===== src/rtl/dither_period_osc.sv =====
module dither_period_osc #(
  parameter int INT_W   = 8,
  parameter int FRAC_W  = 8,
  parameter int MIN_LEN = 2
) (
  input  logic                    clk,
  input  logic                    rst,
  input  logic                    en,
  input  logic [INT_W+FRAC_W-1:0] period_cmd,
  output logic                    tick,
  output logic                    square
);
  localparam int CMD_W = INT_W + FRAC_W;
  localparam int LEN_W = INT_W + 1;

  logic [INT_W-1:0]  cmd_int, int_clamped;
  logic [FRAC_W-1:0] cmd_frac, acc;
  logic [FRAC_W:0]   acc_sum;
  logic [LEN_W-1:0]  cnt, len, next_len;
  logic              prime, wrap, load;

  assign cmd_int     = period_cmd[CMD_W-1:FRAC_W];
  assign cmd_frac    = period_cmd[FRAC_W-1:0];
  assign int_clamped = (cmd_int < INT_W'(MIN_LEN)) ? INT_W'(MIN_LEN) : cmd_int;
  assign acc_sum     = {1'b0, acc} + {1'b0, cmd_frac};
  assign next_len    = {1'b0, int_clamped} + LEN_W'(acc_sum[FRAC_W]);
  assign wrap        = en && !prime && (cnt == len - LEN_W'(1));
  assign load        = en && (prime || wrap);

  always_ff @(posedge clk) begin
    if (rst) begin
      cnt    <= '0;
      len    <= LEN_W'(MIN_LEN);
      acc    <= '0;
      prime  <= 1'b1;
      tick   <= 1'b0;
      square <= 1'b0;
    end else begin
      tick <= wrap;
      if (!en)       square <= 1'b0;
      else if (wrap) square <= ~square;
      if (load) begin
        cnt   <= '0;
        len   <= next_len;
        acc   <= acc_sum[FRAC_W-1:0];
        prime <= 1'b0;
      end else if (en) begin
        cnt <= cnt + LEN_W'(1);
      end
    end
  end

  assert_tick_single_R5: assert property (@(posedge clk) disable iff (rst)
    tick |=> !tick);
  assert_square_flips_R6: assert property (@(posedge clk) disable iff (rst)
    tick |-> (square != $past(square)));
  assert_idle_quiet_R8: assert property (@(posedge clk) disable iff (rst)
    !en |=> (!tick && !square));
  assert_hold_count_R8: assert property (@(posedge clk) disable iff (rst)
    (!en && !prime) |=> $stable(cnt));
  assert_len_floor_R4: assert property (@(posedge clk) disable iff (rst)
    !prime |-> (len >= LEN_W'(MIN_LEN) && cnt < len));
endmodule


===== config.mk =====
export PLATFORM = sky130hd
export DESIGN_NAME = dither_period_osc
export DESIGN_NICKNAME = d
export VERILOG_FILES = /design/src/rtl/dither_period_osc.sv
export SDC_FILE = /design/constraint.sdc
export NUM_CORES = 1
export LEC_CHECK = 0
export ABC_AREA = 1
export BUFFER_PORTS_ARGS = -buffer_cell sky130_fd_sc_hd__buf_2
export CORE_MARGIN = 2
export CORE_UTILIZATION = 63
export CTS_BUF_LIST = sky130_fd_sc_hd__clkbuf_16
export DETAILED_ROUTE_END_ITERATION = 7
export MAX_ROUTING_LAYER = met4
export PLACE_DENSITY = 0.86
export RECOVER_POWER = 50
export SETUP_SLACK_MARGIN = 0.3
export SYNTH_ARGS = -nofsm -noshare
export SYNTH_HDL_FRONTEND = slang
export SYNTH_SLANG_ARGS = --single-unit

===== constraint.sdc =====
create_clock -name clk -period 8.9 [get_ports clk]
set_input_delay 1.78 -clock clk [delete_from_list [all_inputs] [get_ports clk]]
set_output_delay 1.78 -clock clk [all_outputs]
set_load 0.005 [all_outputs]

==> flow_summary_export.csv <==
group,metric,value,unit
status,status,"finished, final reports clean",
cts,cts_tree,"yes",
cts,path_clk_slew,0.05,ns
floorplanning,start_util,66.0,%
critical_path,crit_fanout,20,
critical_path,cp.arrival,4.43,ns
cts,root_buffer,"clkbuf_16",
critical_path,crit_slowest_cell,"clkbuf_1",
cts,post_cts_buffers,0,
logic_synthesis,synth_common_cells,"57 x nand2_1, 47 x nor2_1, 30 x inv_1",
logic_synthesis,synth_area_per_cell,7.07,um2
logic_synthesis,synth_cell_type_count,32,
timing,drv_slew,0,
power,ir_drop,0.124,mV
timing,fmax,233,MHz
global_route,grt_overflow,0,
cts,cts_hold_buffers,0,
global_route,grt_pass1_wl,7100,um
logic_synthesis,synth_top_family_by_area,"simple AND/OR/NAND/NOR gates",
timing,fin_crit,4.29,ns
logic_synthesis,synth_top_area_share,28.8,%
floorplanning,die_area,3670,um2
timing,setup_viol,0,
placed_design,io_buffers,20,
timing,finalHoldViolations,0,
floorplanning,rows,20,
timing,fin_worst_skew,0.00246,ns
routing,first_pass_iters,4,
logic_synthesis,synth_edf_count,0,
logic_synthesis,synth_flop_cell,"dfxtp_1",
timing,fin_setup_tns,0,ns
cts,postCtsResizedCells,0,
logic_synthesis,yosysMostFrequentCell,"nand2_1",
layout,diodes,0,
routing,drtIter0Drc,79,
timing,relSlewSlack,44.5,%
logic_synthesis,syn_inst,285,
critical_path,path_class,"in2reg",
critical_path,cp-startpoint,"en",
global_route,grt_pass1_vias,1712,
logic_synthesis,synth.mux.area_fraction,0,%
routing,via_count,1801,
run,drv_cap,0,
critical_path,crit_path_end_kind,"register",
timing,rsz0062_at_grt,"false",
cts,insertion_delay,0.27,ns
logic_synthesis,ys.warnings.count,0,
global_route,antenna_found_initial,0,
critical_path,reg2reg_from,"len[0]",
global_route,grt_max_degree,21,
logic_synthesis,synth_area_leader_cell,"dfxtp_1",
placed_design,dp_hpwl,2820,um
cts,clock_sinks,29,
logic_synthesis,ys_seq_area_share,28.8,%
worst_hold_path,hold_path_class,"reg2reg",
critical_path,cp.required,9.05,ns
routing,antenna_left,0,
logic_synthesis,post_synth_and_or_nand_nor_area_fraction,39.1,%
routing,wl,3930,um
timing,fin_crit_sh,48.2,%
layout,syn_to_final_growth,12.0,%
logic_synthesis,async_flop_share,0,%
logic_synthesis,synth-seq-cells,29,
logic_synthesis,synth_xor_area_share,10.7,%
critical_path,startpoint_type,"input pin",
critical_path,reg2reg_depth,14,
layout,final_core_util,73.9,%
critical_path,max_stage_delay,0.61,ns
layout,final_net_count,338,
layout,drive_above_1_share,13.4,%
critical_path,crit_top_cell,"nand2_1",
cts,clk_path_buf_depth,2,
logic_synthesis,synth.cell_area,2010,um2
logic_synthesis,synth_nets,317,
critical_path,endpoint,"cnt[8]",
routing,wire_per_inst,11.2,um
floorplanning,io_pins,21,
routing,viasPerCell,5.13,
cts,htree_levels,2,
placed_design,gp_congestion,0.833,
critical_path,r2r_setup_slack,5.98,ns
logic_synthesis,synthTopCellsByArea,"dfxtp_1 29%, nand2_1 11%, nor2_1 8.8%",
cts,numCtsBuffers,5,
power,p_per_area,181,nW/um2
routing,drc,0,
layout,fillers,254,
critical_path,crit_path_cell_trace,"clkbuf_1 > nand2_1 > nor2_1 > nand2_1 > nor2_1 > nand3_2 > nor2_4 > nand3_1 > nand2_1 > nand2_1 > nand2_1 > nor2_1",
logic_synthesis,synth-compound-area-share,5.22,%
floorplanning,die_h,60.5,um
floorplanning,fp.coreArea,3050,um2
global_route,grt_usage,26.8,%
logic_synthesis,synthAdderAreaFrac,8.45,%
critical_path,r2r_end,"cnt[8]",
floorplanning,die_width,60.5,um
timing,tightest_slew,0.832,ns
power,p_leak,1.07,nW
[sequential cells by signal, summed over array words and instances (netlist names)]
register,count
acc,8
cnt,9
len,9
prime,1
square,1
tick,1
[worst min-delay path by stage]
stage	endpoint	from	cells after the start	slack, ns
finish	square	square	1	0.44
global route	square	square	1	0.47
CTS	square	square	1	0.44
detailed placement	square	square	1	0.44
global placement	square	square	1	0.43
floorplan	acc[3]	acc[3]	2	0.44
[per-layer routing]
metal  global-route usage, %  wire length [um]
met4                    11.8                70
met1                    30.1              1800
met5                       -                 0
met2                    45.0              1880
met3                    6.61               185
[cell type report]
cell class | count | area, um2 | area share [%]
Multi-Input combinational cell | 220 | 1250 | 55.4
Timing Repair Buffer | 20 | 96.3 | 4.27
Sequential cell | 29 | 581 | 25.7
Tap cell | 44 | 55.1 | 2.44
Clock inverter | 3 | 37.5 | 1.66
Clock buffer | 5 | 125 | 5.54
Inverter | 30 | 113 | 4.99
[logic make-up (layout without fill, tap and decap cells)]
| logic type | count (synthesis) | count (layout) |
|---|---|---|
| and+or+nand+nor | 167 | 167 |
| DFF | 29 | 29 |
| AOI/OAI and AO/OA | 17 | 17 |
| buffers and inverters | 36 | 58 |
| adders and majority gates | 13 | 13 |
| xor gates and xnor gates | 23 | 23 |
[power by group]
group	switching [mW]	internal, mW	total (mW)
registers	0.00691	0.138	0.145
logic	0.0473	0.0324	0.0798
clock network	0.0551	0.130	0.185
[placed cells by master (no fill, tap or decap), types with 2 or more instances in the layout]
master,n
inv_1,31
xor2_1,15
o21ai_0,5
nand2_2,2
nand2_1,60
xnor2_1,7
nand4_1,5
clkbuf_1,3
nor2_4,2
nor2_2,10
a21oi_1,7
clkbuf_16,5
buf_2,17
nor3_1,3
ha_1,12
nor2_1,47
dfxtp_1,29
nand3_1,30
nand3b_1,4
[per-stage QoR]
stage	hold WS (ns)	cell area, um2	std cells	power [mW]	worst slack, ns
CTS	0.445	2290	351	0.413	4.74
detailed placement	0.436	2130	343	0.227	4.48
global route	0.474	2260	351	0.431	4.34
global placement	0.427	2130	343	0.225	4.55
floorplan	0.444	2010	285	0.211	4.80
finish	0.442	2260	351	0.409	4.61
[worst max-delay path: cells and delay by family]
kind                   cells  cell delay, ns
buffers and inverters      1            0.61
and+or+nand+nor           11            2.03
(Power assumes the default switching activity.)
